File: config.mk
export PLATFORM = sky130hd
export DESIGN_NAME = d2h_stream_buf
export DESIGN_NICKNAME = d
export VERILOG_FILES = /design/src/rtl/d2h_stream_buf.sv
export SDC_FILE = /design/constraint.sdc
export NUM_CORES = 1
export LEC_CHECK = 0
export ABC_CLOCK_PERIOD_IN_PS = 4300
export BUFFER_PORTS_ARGS = -buffer_cell sky130_fd_sc_hd__buf_2
export CAP_MARGIN = 20
export CORE_MARGIN = 2
export CORE_UTILIZATION = 41
export CTS_BUF_LIST = sky130_fd_sc_hd__clkbuf_4 sky130_fd_sc_hd__clkbuf_8
export CTS_CLUSTER_DIAMETER = 60
export DETAILED_ROUTE_END_ITERATION = 6
export PLACE_DENSITY = 0.83
export SYNTH_ARGS = -nofsm -noshare
export SYNTH_HDL_FRONTEND = slang
export SYNTH_SLANG_ARGS = --single-unit
export TNS_END_PERCENT = 20
File: constraint.sdc
create_clock -name clk -period 4.3 [get_ports clk]
set_clock_uncertainty 0.1 [all_clocks]
set_input_delay 0.86 -clock clk [delete_from_list [all_inputs] [get_ports clk]]
set_output_delay 0.86 -clock clk [all_outputs]
set_load 0.005 [all_outputs]
File: src/rtl/d2h_stream_buf.sv
module d2h_stream_buf #(
  parameter int NUM_BUFS  = 4,
  parameter int BUF_BYTES = 16,
  parameter int WORD_BITS = 32,
  parameter int ADDR_W    = 32,
  parameter int GNT_W     = 16,
  parameter logic [ADDR_W-1:0] BASE_ADDR = 32'h1000_0000,
  parameter bit SYNC_MODE   = 1'b0,
  parameter bit NONEMPTY_EN = 1'b1,
  localparam int IDX_W  = (NUM_BUFS > 1) ? $clog2(NUM_BUFS) : 1,
  localparam int OFS_W  = $clog2(BUF_BYTES),
  localparam int CNT_W  = OFS_W + 1
) (
  input  logic                 clk,
  input  logic                 rst_n,
  input  logic                 in_valid,
  input  logic [WORD_BITS-1:0] in_data,
  output logic                 in_ready,
  output logic                 wr_valid,
  input  logic                 wr_ready,
  output logic [ADDR_W-1:0]    wr_addr,
  output logic [WORD_BITS-1:0] wr_data,
  output logic                 msg_valid,
  input  logic                 msg_ready,
  output logic                 msg_kind,
  output logic [IDX_W-1:0]     msg_buf_idx,
  output logic [CNT_W-1:0]     msg_bytes,
  input  logic                 host_free_valid,
  input  logic [IDX_W-1:0]     host_free_idx,
  input  logic                 host_flush,
  input  logic                 host_grant_valid,
  input  logic [GNT_W-1:0]     host_grant_bytes
);
  localparam int WB     = WORD_BITS / 8;
  localparam int FREE_W = $clog2(NUM_BUFS + 1);

  logic [IDX_W-1:0]  cur_idx, old_idx, rel_idx, ne_idx;
  logic [CNT_W-1:0]  fill, rel_bytes;
  logic [FREE_W-1:0] free_cnt;
  logic [GNT_W-1:0]  grant_left;
  logic              rel_pend, ne_pend, flush_pend;

  function automatic logic [IDX_W-1:0] next_idx(input logic [IDX_W-1:0] i);
    return (i == IDX_W'(NUM_BUFS - 1)) ? '0 : i + 1'b1;
  endfunction

  wire gnt_ok = !SYNC_MODE || (grant_left >= GNT_W'(WB));
  assign in_ready = (free_cnt != '0) && !rel_pend && !flush_pend && wr_ready && gnt_ok;

  wire             take      = in_valid && in_ready;
  wire [CNT_W-1:0] fill_nx   = fill + CNT_W'(WB);
  wire             full_now  = take && (fill_nx == CNT_W'(BUF_BYTES));
  wire             flush_go  = flush_pend && !rel_pend;
  wire             flush_sub = flush_go && (fill != '0);
  wire             submit    = full_now || flush_sub;

  assign wr_valid = take;
  assign wr_data  = in_data;
  assign wr_addr  = BASE_ADDR + ADDR_W'({cur_idx, fill[OFS_W-1:0]});

  assign msg_valid   = ne_pend || rel_pend;
  assign msg_kind    = ne_pend;
  assign msg_buf_idx = ne_pend ? ne_idx : rel_idx;
  assign msg_bytes   = ne_pend ? '0 : rel_bytes;

  wire msg_fire = msg_valid && msg_ready;
  wire ne_done  = msg_fire && ne_pend;
  wire rel_done = msg_fire && !ne_pend;

  always_ff @(posedge clk) begin
    if (!rst_n) begin
      cur_idx    <= '0;
      old_idx    <= '0;
      rel_idx    <= '0;
      ne_idx     <= '0;
      fill       <= '0;
      rel_bytes  <= '0;
      free_cnt   <= FREE_W'(NUM_BUFS);
      grant_left <= '0;
      rel_pend   <= 1'b0;
      ne_pend    <= 1'b0;
      flush_pend <= 1'b0;
    end else begin
      if (take) fill <= full_now ? '0 : fill_nx;
      else if (flush_sub) fill <= '0;

      if (submit) begin
        cur_idx   <= next_idx(cur_idx);
        rel_idx   <= cur_idx;
        rel_bytes <= full_now ? CNT_W'(BUF_BYTES) : fill;
        rel_pend  <= 1'b1;
      end else if (rel_done) begin
        rel_pend  <= 1'b0;
      end

      if (NONEMPTY_EN && take && fill == '0) begin
        ne_pend <= 1'b1;
        ne_idx  <= cur_idx;
      end else if (ne_done) begin
        ne_pend <= 1'b0;
      end

      if (host_flush) flush_pend <= 1'b1;
      else if (flush_go) flush_pend <= 1'b0;

      case ({submit, host_free_valid})
        2'b10:   free_cnt <= free_cnt - 1'b1;
        2'b01:   free_cnt <= free_cnt + 1'b1;
        default: ;
      endcase
      if (host_free_valid) old_idx <= next_idx(old_idx);

      if (SYNC_MODE)
        grant_left <= grant_left + (host_grant_valid ? host_grant_bytes : '0)
                                 - (take ? GNT_W'(WB) : '0);
    end
  end

  assert_free_order_R7: assert property (@(posedge clk) disable iff (!rst_n)
    host_free_valid |-> (host_free_idx == old_idx) && (free_cnt < FREE_W'(NUM_BUFS)));

  assert_no_input_when_all_released_R7: assert property (@(posedge clk) disable iff (!rst_n)
    (free_cnt == '0) |-> !wr_valid);

  assert_msg_hold_R11: assert property (@(posedge clk) disable iff (!rst_n)
    (msg_valid && !msg_ready) |=> msg_valid && $stable(msg_kind)
                                  && $stable(msg_buf_idx) && $stable(msg_bytes));

  assert_release_count_R5: assert property (@(posedge clk) disable iff (!rst_n)
    (msg_valid && !msg_kind) |-> (msg_bytes != '0) && (msg_bytes <= CNT_W'(BUF_BYTES)));

  assert_no_nonempty_R9: assert property (@(posedge clk) disable iff (!rst_n)
    !NONEMPTY_EN |-> !(msg_valid && msg_kind));

  assert_stall_on_release_R12: assert property (@(posedge clk) disable iff (!rst_n)
    (msg_valid && !msg_kind) |-> !wr_valid);

  assert_full_advances_R3: assert property (@(posedge clk) disable iff (!rst_n)
    full_now |=> (fill == '0) && rel_pend);
endmodule

==> results of run 1 <==
-- tightest hold or removal path, stage by stage (launching register included) --
cell     delay, ps
dfxtp_1        320
nand2_1         50
mux2i_1         50
-- per-stage QoR --
step | util | area (sq um) | std cells | total power (uW)
finish | 0.368 | 1250 | 197 | 335
global route | 0.368 | 1250 | 197 | 357
global placement | 0.360 | 1220 | 193 | 246
detailed placement | 0.360 | 1220 | 193 | 248
CTS | 0.368 | 1250 | 197 | 342
floorplan | - | 1560 | 194 | 278
-- logic make-up after synthesis --
group,count (synthesis)
mux,11
simple gates,41
flops,19
buf+inv,74
compound gates,12
other cells,2
xor+xnor,3
fa+ha+maj,6
-- metal layers --
metal	global-route usage	wire, microns	part of all wire
met5	0	0	0
met4	0.0652	41	0.021
met3	0.0546	183	0.094
met2	0.159	876	0.45
met1	0.119	841	0.43
-- report_power, final --
group	internal (uW)	switching (uW)	total, uW
Clock	34.8	57.3	92.2
Sequential	183	8.70	192
Combinational	23.3	27.9	51.2
-- worst min-delay path by stage --
stage                       startpoint      endpoint  slack, ps  depth (start not counted)
after global placement      rel_idx[0]    rel_idx[0]        340                          2
final                       rel_idx[0]    rel_idx[0]        370                          2
after global routing      rel_bytes[1]  rel_bytes[1]        420                          1
after detailed placement    rel_idx[0]    rel_idx[0]        360                          2
after CTS                   rel_idx[0]    rel_idx[0]        370                          2
after floorplan             rel_idx[1]    rel_idx[1]        340                          2
-- cell type report --
class / instances / area [sq um]
Timing Repair Buffer: 21 / 105
Sequential cell: 19 / 380
Multi-Input combinational cell: 101 / 656
Clock buffer: 3 / 22.5
Clock inverter: 1 / 5.00
Inverter: 6 / 22.5
Tap cell: 46 / 57.6
Fill cell: 359 / 2140
-- sequential cells by signal (all words and copies together) (netlist names) --
name,count
rel_bytes,4
fill,3
cur_idx,2
ne_idx,2
rel_pend,1
rel_idx,2
free_cnt,3
msg_kind,1
flush_pend,1
-- synth_stat cells --
cell      count
buf_4        64
dfxtp_1      19
nand2_1      11
mux2i_1       9
nor2b_1       8
inv_1         6
ha_1          5
nand3_1       5
a21boi_0      4
nor2_1        4
clkbuf_1      3
a21boi_1      2
and3_1        2
conb_1        2
mux2_2        2
nand2b_1      2
o21ai_0       2
a211o_1       1
a21oi_1       1
a22oi_1       1
and2_1        1
and2_4        1
and2b_1       1
and4bb_2      1
buf_6         1
fa_1          1
nand4_2       1
nand4b_1      1
o21ai_2       1
or2_2         1
or3_1         1
or3_4         1
xnor2_1       1
xor2_1        1
xor2_2        1
==> key figures, run 1 <==
Synth
  – XOR/XNOR Fraction of Synth Area: 0.0231
  – Yosys top cell area share: 0.328
  – Synth top area cells: buf_4 33%, dfxtp_1 26%, mux2i_1 6.2%, ha_1 4.3%, nor2b_1 3.4%
  – Distinct cells, synth: 35
  – Synth Area in Adders: 0.0564
  – Syn Area/Cell: 8.71 sq um
  – Seq cells post-synth: 19
  – Post-Syn Area: 1460 sq um
  – Cell count after synthesis: 168
  – Synth area leader: buf_4
  – Synth Area in Compound Gates: 0.0581
  – Simple-gate area share of the yosys netlist: 0.162
  – Sequential element share of the synthesized area: 0.260
  – Yosys Warn Count: 0
  – Post-synthesis mux area share: 0.0769
  – Largest family of logic cells by synthesized area: buffers and inverters

Clocking
  – TritonCTS Buffers: 3
  – Total setup buffers inserted after CTS: 0
  – CTS tree: done
  – Clock buffer depth: 2
  – # clock sinks: 19
  – H-tree Lvls: 1
  – # hold bufs at CTS: 0
  – # resized after CTS: 0
  – Clk Latency, worst-skew pair: 310 ps
  – Clock slew at reported path FFs: 110 ps
  – Root Driver: clkbuf_4

Detailed routing
  – Detail Route Antenna Nets: 0
  – Total Wirelength: 1940 microns
  – Vias per cell: 4.15
  – Drt first pass iters: 4
  – Wirelength per Cell: 9.86 microns
  – DRC viols: 0
  – DRT iter0 DRCs: 29
  – Vias after detailed routing: 817

Critical path
  – Crit-path max cell delay: 380 ps
  – Worst r2r src: fill[2]
  – CP Depth: 11
  – Critical path required time: 4460 ps
  – Crit path to: free_cnt[2]
  – Critical path peak fanout: 7
  – Critical path class: reg2reg
  – Worst setup EP type: flop
  – R2R cell count: 11
  – Critical-path cell list: inv_1 > ha_1 > inv_1 > o21ai_2 > and2_4 > ha_1 > inv_1 > fa_1 > xor2_1 > or3_1 > nand3_1
  – CP Buf/Inv Count: 3
  – Slowest cell on crit path: dfxtp_1
  – Critical Path Start Type: flop
  – CP startpoint: fill[2]
  – Most frequent CP cell: inv_1
  – Slack of the worst reg-to-reg path: 1690 ps
  – Reg2reg end: free_cnt[2]
  – Delay-heaviest family, CP: adder cells
  – WP data arrival: 2770 ps

STA
  – Fin Setup TNS: 0 ps
  – Final setup viols: 0
  – Hold_ws: 366 ps
  – Setup WS post-layout: 1690 ps
  – Final Critical Period: 2610 ps
  – Slew Limit Fails: 0
  – Maximum clock frequency: 383 MHz
  – Tcrit/Tclk final: 0.608
  – Final-report hold violation count: 0
  – Unrepaired setup endpoints after global routing: no

Cells and area
  – Share of cells above drive strength 1: 0.225
  – # diodes: 0
  – Syn-to-layout area delta: -14.7%
  – Commonest non-fill, non-tap cells in the layout: 28 x conb_1, 21 x buf_2, 19 x dfxtp_1, 11 x nand2_1, 9 x mux2i_1
  – Total Nets Final: 216
  – Most common cell after layout, fill and taps aside: conb_1

Pwr
  – Maximum VDD drop: 0.0000830 V
  – Pwr per Cell Area: 269 nW/um^2
  – Pleak: 0.000666 uW

Place
  – Placer congestion estimate: 0.743
  – Post-Place Setup Slack: 1410 ps
  – PortBufs: 21
  – Detailed placement HPWL: 1500 microns

Floorplan
  – Die Ht: 63.8 microns
  – FP Rows: 21
  – Top Ports: 133
  – Core area: 3390 sq um
  – Die width: 63.8 microns
  – Starting density of the core: 0.432
  – Total die area: 4060 sq um

Global routing
  – Vias in the first global route: 703
  – Grt ovf: 0
  – Largest net degree at the start of global routing: 21
  – Initial antenna violation count: 0
  – Global-route wire length before repair: 3280 microns
  – GR Util All Layers: 0.106

Min path
  – Min-Delay Path Class: reg2reg

Run status
  – Status: completed

Run
  – # Max-Cap Violations: 0
(Power assumes the default switching activity.)
==> run 2, diff against run 1 <==
--- a/config.mk
+++ b/config.mk
@@ -5,15 +5,15 @@
 export SDC_FILE = /design/constraint.sdc
 export NUM_CORES = 1
 export LEC_CHECK = 0
-export ABC_CLOCK_PERIOD_IN_PS = 4300
+export ABC_CLOCK_PERIOD_IN_PS = 2170
 export BUFFER_PORTS_ARGS = -buffer_cell sky130_fd_sc_hd__buf_2
 export CAP_MARGIN = 20
 export CORE_MARGIN = 2
-export CORE_UTILIZATION = 41
+export CORE_UTILIZATION = 35
 export CTS_BUF_LIST = sky130_fd_sc_hd__clkbuf_4 sky130_fd_sc_hd__clkbuf_8
 export CTS_CLUSTER_DIAMETER = 60
 export DETAILED_ROUTE_END_ITERATION = 6
-export PLACE_DENSITY = 0.83
+export PLACE_DENSITY = 0.75
 export SYNTH_ARGS = -nofsm -noshare
 export SYNTH_HDL_FRONTEND = slang
 export SYNTH_SLANG_ARGS = --single-unit
==> constraint.sdc (replaced) <==
create_clock -name clk -period 2.17 [get_ports clk]
set_clock_uncertainty 0.1 [all_clocks]
set_input_delay 0.434 -clock clk [delete_from_list [all_inputs] [get_ports clk]]
set_output_delay 0.434 -clock clk [all_outputs]
set_load 0.005 [all_outputs]
==> run 2 against run 1 <==
  * Flip-flop and latch count unchanged
  * Register-to-register slack worse by 1700 ps
  * Routed wire length is 12% higher
  * Non-clock buffer count increased by 11
  * Final area grew 14%
  * Via count increased by 3.7%
  * Combinational power increased to 2.8 times the previous value
  * Sequential power increased by 96%
  * Critical path depth down 1
  * Clock-buffer cell count did not move
  * Largest cell class unchanged
  * Largest power group unchanged
  * Highest routed layer unchanged
==> key figures, run 2 (synthesized netlist as in run 1, its figures left out) <==
STA
  – Final setup viols: 0 (unchanged)
  – Final Critical Period: 2150 ps (-461 ps)
  – Unrepaired setup endpoints after global routing: yes
  – Fin Setup TNS: 0 ps (unchanged)
  – Tcrit/Tclk final: 0.992 (+0.384)
  – Slew Limit Fails: 0 (unchanged)
  – Final-report hold violation count: 0 (unchanged)
  – Maximum clock frequency: 465 MHz (+21%)
  – Hold_ws: 342 ps (-24.1 ps)

Detailed routing
  – Total Wirelength: 2170 microns (+12%)
  – Detail Route Antenna Nets: 0 (unchanged)
  – Vias per cell: 4.00 (-3.7%)
  – Vias after detailed routing: 847 (+3.7%)
  – Wirelength per Cell: 10.2 microns (+3.7%)
  – DRC viols: 0 (unchanged)
  – Drt first pass iters: 4 (unchanged)
  – DRT iter0 DRCs: 55 (+90%)

Floorplan
  – Starting density of the core: 0.366 (-0.0659)
  – Die width: 68.7 microns (+7.7%)
  – FP Rows: 23 (+9.5%)
  – Die Ht: 68.7 microns (+7.7%)
  – Core area: 4000 sq um (+18%)
  – Total die area: 4720 sq um (+16%)
  – Top Ports: 133 (unchanged)

Cells and area
  – Non-Filler Instances: 212 (+7.6%)
  – Number of flip-flops in the largest register: 4 (unchanged)
  – Fill cells: 414 (+15%)
  – Seq. cell area: 390 sq um (+2.6%)
  – Area of the multi-input gates: 712 sq um (+8.6%)
  – Most common cell after layout, fill and taps aside: conb_1
  – Largest regs: rel_bytes (4), fill (3), free_cnt (3)
  – Finished Cell Area: 1420 sq um (+14%)
  – Syn-to-layout area delta: -2.73%
  – Total Nets Final: 227 (+5.1%)
  – # diodes: 0 (unchanged)
  – Commonest non-fill, non-tap cells in the layout: 28 x conb_1, 21 x buf_2, 15 x dfxtp_1, 11 x nand2_1, 11 x buf_4
  – Share of cells above drive strength 1: 0.346 (+0.121)
  – Most flop-heavy register: rel_bytes

Place
  – PortBufs: 21 (unchanged)
  – # placed instances: 207 (+7.3%)
  – Detailed placement HPWL: 1700 microns (+14%)
  – Placer congestion estimate: 0.726 (-2.3%)
  – Dpl cell area: 1340 sq um (+9.8%)

Pwr
  – Maximum VDD drop: 0.000220 V (+160%)
  – Pwr per Cell Area: 539 nW/um^2 (+100%)
  – Pleak: 0.000726 uW (+9.0%)
  – Total power: 768 uW (+130%)

Clocking
  – Root Driver: clkbuf_8
  – TritonCTS Buffers: 3 (unchanged)
  – # clock sinks: 19 (unchanged)
  – # hold bufs at CTS: 0 (unchanged)
  – Clock buffer depth: 2 (unchanged)
  – H-tree Lvls: 1 (unchanged)
  – Clk Latency, worst-skew pair: 260 ps (-50 ps)
  – CTS tree: done
  – Clock slew at reported path FFs: 70 ps (-40 ps)

Critical path
  – Critical path class: reg2reg
  – Critical path peak fanout: 6 (-1)
  – Worst setup EP type: flop
  – Critical path required time: 2270 ps (-2190 ps)
  – Critical Path Start Type: flop
  – Slack of the worst reg-to-reg path: 20 ps (-1670 ps)
  – R2R cell count: 10 (-1)
  – WP data arrival: 2250 ps (-520 ps)
  – Worst r2r src: fill[2]
  – Reg2reg end: free_cnt[2]

Run
  – # Max-Cap Violations: 0 (unchanged)

Min path
  – HP Start: host_flush
  – Min-Delay Path Class: in2reg
  – Worst Hold End: flush_pend
  – Worst Hold Path Cells: 3 (+1)

Global routing
  – Grt ovf: 0 (unchanged)
  – Busiest grt layer: met2
  – GR Layer Usage met1: 0.120 (+0.00188)
  – Initial antenna violation count: 0 (unchanged)
  – GR met3 Demand/Resource: 0.0146 (-0.0400)
  – GR Util All Layers: 0.0921 (-0.0139)
  – Largest net degree at the start of global routing: 21 (unchanged)
  – Global-route wire length before repair: 3260 microns (-0.64%)
  – Vias in the first global route: 712 (+1.3%)
  – Met2 Usage GRT: 0.145 (-0.0138)

Run status
  – Status: completed
[run 2: changes by cell type in the layout (fill, tap and decap cells not counted), sizes merged]
cell	change
buf	+11
[run 2: area by class of cell]
class / count / share of cell area
clock inverter: 1 / 0.00351
clock buffer: 3 / 0.0290
multi-input combinational: 101 / 0.500
sequential: 19 / 0.274
inverter: 6 / 0.0176
timing repair buffer: 32 / 0.132
tap: 50 / 0.0439
[run 2: layer usage]
layer	up-vias	share of wire
met5	-	0
met3	4	0.073
met4	0	0.013
met2	30	0.48
li1	437	-
met1	376	0.44
[run 2: worst max-delay path by stage]
stage	from	depth (start not counted)	to	slack, ps
after floorplan	fill[2]	12	free_cnt[2]	-60
after global placement	in_valid	10	free_cnt[2]	-50
after detailed placement	wr_ready	10	free_cnt[2]	-70
after CTS	fill[2]	10	free_cnt[2]	20
after global routing	fill[2]	10	free_cnt[2]	-90
final	fill[2]	10	free_cnt[2]	20
[run 2: power breakdown]
part	leakage (uW)	internal, uW	switching, uW
Combinational	0.000545	70.5	70.5
Sequential	0.000156	363	14.2
Clock	0.0000255	128	122
Total	0.000726	561	207
[run 2: critical path, stage by stage, from the launching register on]
cell,delay (ps)
dfxtp_4,380
ha_4,170
xor2_2,160
nand4_4,90
and2_4,170
ha_4,120
inv_1,40
fa_2,330
xor2_1,150
or3_1,300
nand3_1,80
[run 2: through the flow]
| stage | utilization | worst slack, ps |
|---|---|---|
| after detailed placement | 0.335 | -71.0 |
| after CTS | 0.355 | 15.5 |
| after global placement | 0.335 | -50.7 |
| final | 0.356 | 17.5 |
| after floorplan | - | -57.3 |
| after global routing | 0.356 | -85.1 |
[run 2: what timing repair did]
item                                   4_1_cts  5_1_grt
setup endpoints to repair                    1        2
pin swaps                                    2        2
endpoints found under the hold margin        0        0
buffers inserted                             1        0
gates resized for setup                      5        2
==> run 3, diff against run 2 <==
--- a/config.mk
+++ b/config.mk
@@ -5,7 +5,7 @@
 export SDC_FILE = /design/constraint.sdc
 export NUM_CORES = 1
 export LEC_CHECK = 0
-export ABC_CLOCK_PERIOD_IN_PS = 2170
+export ABC_AREA = 1
 export BUFFER_PORTS_ARGS = -buffer_cell sky130_fd_sc_hd__buf_2
 export CAP_MARGIN = 20
 export CORE_MARGIN = 2
==> constraint.sdc (replaced) <==
create_clock -name clk -period 2.17 [get_ports clk]
set_clock_uncertainty 0.1 [all_clocks]
set_input_delay 0.434 -clock clk [delete_from_list [all_inputs] [get_ports clk]]
set_output_delay 0.434 -clock clk [all_outputs]
set_load 0.01 [all_outputs]
==> run 3 against run 2 <==
  * Worst hold slack got worse by 57 ps
  * Routed wire length increased by 12%
  * First-iteration DRC count decreased by 9.1%
  * Die area increased by 1.8%
  * Sequential share of layout area decreased by 0.28 points
  * Area after synthesis increased by 1.9%
  * Register-to-register slack improved by 30 ps
  * Synthesized cell count increased by 19%
  * Worst setup slack improved by 33 ps
  * Final area decreased by 0.26%
  * Utilization decreased by 0.60 points
  * Largest cell class unchanged
  * Largest power group unchanged
==> key figures, run 3 <==
Floorplan
  – Die Ht: 69.3 microns (+0.89%)
  – FP Rows: 23 (unchanged)
  – Total die area: 4800 sq um (+1.8%)
  – Top Ports: 133 (unchanged)
  – Starting density of the core: 0.368 (+0.00159)
  – Die width: 69.3 microns (+0.89%)
  – Core area: 4060 sq um (+1.4%)

Run status
  – Status: completed

Detailed routing
  – Vias after detailed routing: 1017 (+20%)
  – Total Wirelength: 2430 microns (+12%)
  – Detail Route Antenna Nets: 0 (unchanged)
  – DRT iter0 DRCs: 50 (-9.1%)
  – Metal1 wirelength: 1100 microns (+16%)
  – Wirelength per Cell: 9.91 microns (-3.0%)
  – Vias per cell: 4.15 (+3.9%)
  – Routed wl met2: 1140 microns (+11%)
  – DRC viols: 0 (unchanged)
  – Met3 routed WL: 176 microns (+11%)
  – DR top layer: met4
  – Drt first pass iters: 4 (unchanged)

Place
  – # placed instances: 241 (+16%)
  – PortBufs: 21 (unchanged)
  – Detailed placement HPWL: 1900 microns (+12%)
  – Dpl cell area: 1330 sq um (-0.75%)
  – Placer congestion estimate: 0.745 (+2.7%)
  – Post-Place Setup Slack: -92.1 ps (-21.1 ps)

Critical path
  – Worst setup EP type: flop
  – Delay-heaviest family, CP: adder cells
  – Critical Path Start Type: flop
  – CP Buf/Inv Count: 4 (+3)
  – Critical path peak fanout: 5 (-1)
  – Critical path class: reg2reg
  – WP data arrival: 2170 ps (-80 ps)
  – Reg2reg end: free_cnt[2]
  – Worst r2r src: fill[2]
  – Slowest cell on crit path: fa_2
  – Crit-path max cell delay: 390 ps (about the same)
  – Critical path required time: 2220 ps (-50 ps)
  – R2R cell count: 13 (+3)
  – Critical-path cell list: inv_2 > ha_1 > inv_1 > o21ai_2 > nand2_4 > inv_4 > ha_4 > inv_2 > fa_2 > a21oi_2 > o21ai_2 > a21oi_1 > o21ai_1
  – Slack of the worst reg-to-reg path: 50 ps (+30 ps)

Synth
  – EDFF count, synth: 0 (unchanged)
  – Cell count after synthesis: 200 (+19%)
  – Yosys Warn Count: 0 (unchanged)
  – Syn Area/Cell: 7.46 sq um (-14%)
  – Largest family of logic cells by synthesized area: buffers and inverters
  – Synth Area in Adders: 0.0554 (-0.00104)
  – XOR/XNOR Fraction of Synth Area: 0.00587 (-0.0172)
  – Synth area leader: buf_4
  – Post-synth ARST share: 0 (unchanged)
  – Simple-gate area share of the yosys netlist: 0.195 (+0.0331)
  – Post-synthesis mux area share: 0 (-0.0769)
  – Synth Area in Compound Gates: 0.0881 (+0.0300)
  – Synth Flop Type: dfxtp_1
  – Synth top cells by count: 63 x buf_4, 22 x nand2_1, 20 x inv_1, 19 x dfxtp_1, 15 x nor2_1
  – Synth top area cells: buf_4 32%, dfxtp_1 26%, nand2_1 5.5%, inv_1 5.0%, ha_1 4.2%
  – Post-Syn Area: 1490 sq um (+1.9%)
  – Sequential element share of the synthesized area: 0.255 (-0.00480)
  – Most common cell in the synthesized netlist: buf_4
  – Distinct cells, synth: 27 (-23%)
  – Yosys top cell area share: 0.317 (-0.0111)
  – Seq cells post-synth: 19 (unchanged)

Clocking
  – H-tree Lvls: 1 (unchanged)
  – Root Driver: clkbuf_8
  – Total setup buffers inserted after CTS: 0 (-1)
  – # clock sinks: 19 (unchanged)
  – Clock buffer depth: 2 (unchanged)
  – TritonCTS Buffers: 3 (unchanged)
  – Clock slew at reported path FFs: 70 ps (about the same)
  – CTS tree: done
  – # hold bufs at CTS: 0 (unchanged)
  – Clk Latency, worst-skew pair: 260 ps (about the same)

Global routing
  – Largest net degree at the start of global routing: 15 (-29%)
  – GR Util All Layers: 0.0971 (+0.00498)
  – Initial antenna violation count: 0 (unchanged)
  – Vias in the first global route: 893 (+25%)
  – Grt ovf: 0 (unchanged)
  – Global-route wire length before repair: 3840 microns (+18%)

Min path
  – Min-Delay Path Class: in2reg
  – Worst Hold End: flush_pend
  – HP Start: host_flush
  – Worst Hold Path Cells: 3 (unchanged)

STA
  – Slew Limit Fails: 0 (unchanged)
  – Maximum clock frequency: 472 MHz (+1.5%)
  – Tcrit/Tclk final: 0.977 (-0.0151)
  – Worst-Margin Slew: 500 ps
  – Unrepaired setup endpoints after global routing: yes
  – Final setup viols: 0 (unchanged)
  – Final Critical Period: 2120 ps (-32.7 ps)
  – Fin Setup TNS: 0 ps (unchanged)
  – Setup WS post-layout: 50.2 ps (+32.7 ps)
  – Relative slew slack: 0.666
  – Final-report hold violation count: 0 (unchanged)

Pwr
  – Clk pwr share: 0.318 (-0.007)
  – Pleak: 0.000718 uW (-1.1%)
  – Switching share of total power: 0.302 (+0.0328)
  – Share of total power in sequential cells: 0.483 (-0.008)
  – Comb pwr share: 0.198 (+0.014)
  – Maximum VDD drop: 0.000291 V (+32%)
  – Net Sw Power: 239 uW (+15%)
  – Total power: 791 uW (+2.9%)
  – Internal Power: 552 uW (-1.7%)
  – Pwr per Cell Area: 557 nW/um^2 (+3.2%)

Cells and area
  – # diodes: 0 (unchanged)
  – Number of flip-flops in the largest register: 4 (unchanged)
  – Syn-to-layout area delta: -4.78%
  – Commonest non-fill, non-tap cells in the layout: 28 x conb_1, 22 x nand2_1, 21 x buf_2, 17 x inv_1, 17 x dfxtp_1
  – Share of cells above drive strength 1: 0.318 (-0.0277)
  – Total Nets Final: 260 (+15%)
  – Finished Cell Area: 1420 sq um (-0.26%)
  – Most common cell after layout, fill and taps aside: conb_1
  – Non-Filler Instances: 245 (+16%)
  – Largest regs: rel_bytes (4), fill (3), free_cnt (3)
  – Most flop-heavy register: rel_bytes

Run
  – # Max-Cap Violations: 0 (unchanged)
## run 3: metal layers
layer / track usage / vias to the layer above
li1: - / 512
met4: 0.0283 / 0
met3: 0.0451 / 2
met2: 0.154 / 39
met1: 0.117 / 464
met5: 0 / -
## run 3: power by group through the flow
stage               registers (uW)  logic, uW  clock network (uW)
floorplan                      387        203                   0
global placement               388        144                   0
detailed placement             389        146                   0
CTS                            381        148                 260
global route                   385        178                 273
finish                         382        157                 252
## run 3: layout make-up
class,count,area (sq um)
Fill cell,453,2640
Multi-Input combinational cell,117,653
Sequential cell,19,385
Timing Repair Buffer,31,180
Inverter,24,92.6
Tap cell,50,62.6
Clock buffer,3,41.3
Clock inverter,1,5.00
## run 3: what timing repair did
action,CTS,global route
pin swaps,1,4
gates resized for setup,6,10
endpoints found under the setup margin,2,2
## run 3: worst min-delay path, stage by stage
cell and delay (ps):
buf_2 80, a21oi_1 30, nor2_1 70
## run 3: worst max path at each step
stage	start	end	slack, ps	cells after the start
final	fill[2]	free_cnt[2]	50	13
after global routing	fill[2]	free_cnt[2]	-100	13
after CTS	fill[2]	free_cnt[2]	3	15
after detailed placement	fill[2]	free_cnt[2]	-90	14
after global placement	fill[2]	free_cnt[2]	-30	14
after floorplan	fill[2]	free_cnt[2]	5	15
## run 3: cells by family (layout without fill, tap and decap cells)
| family | after synthesis | in the layout |
|---|---|---|
| AOI/OAI and AO/OA | 24 | 24 |
| xor gates and xnor gates | 1 | 1 |
| adders and majority gates | 6 | 6 |
| buffers and inverters | 90 | 59 |
| DFF | 19 | 19 |
| other | 2 | 28 |
| and+or+nand+nor | 58 | 58 |
## run 3: through the flow
| stage | hold WS [ps] | util |
|---|---|---|
| 3_5_place_dp | 339 | 0.328 |
| 5_1_grt | 306 | 0.350 |
| 4_1_cts | 282 | 0.342 |
| 6_report | 285 | 0.350 |
| 2_1_floorplan | 323 | - |
| 3_3_place_gp | 335 | 0.328 |
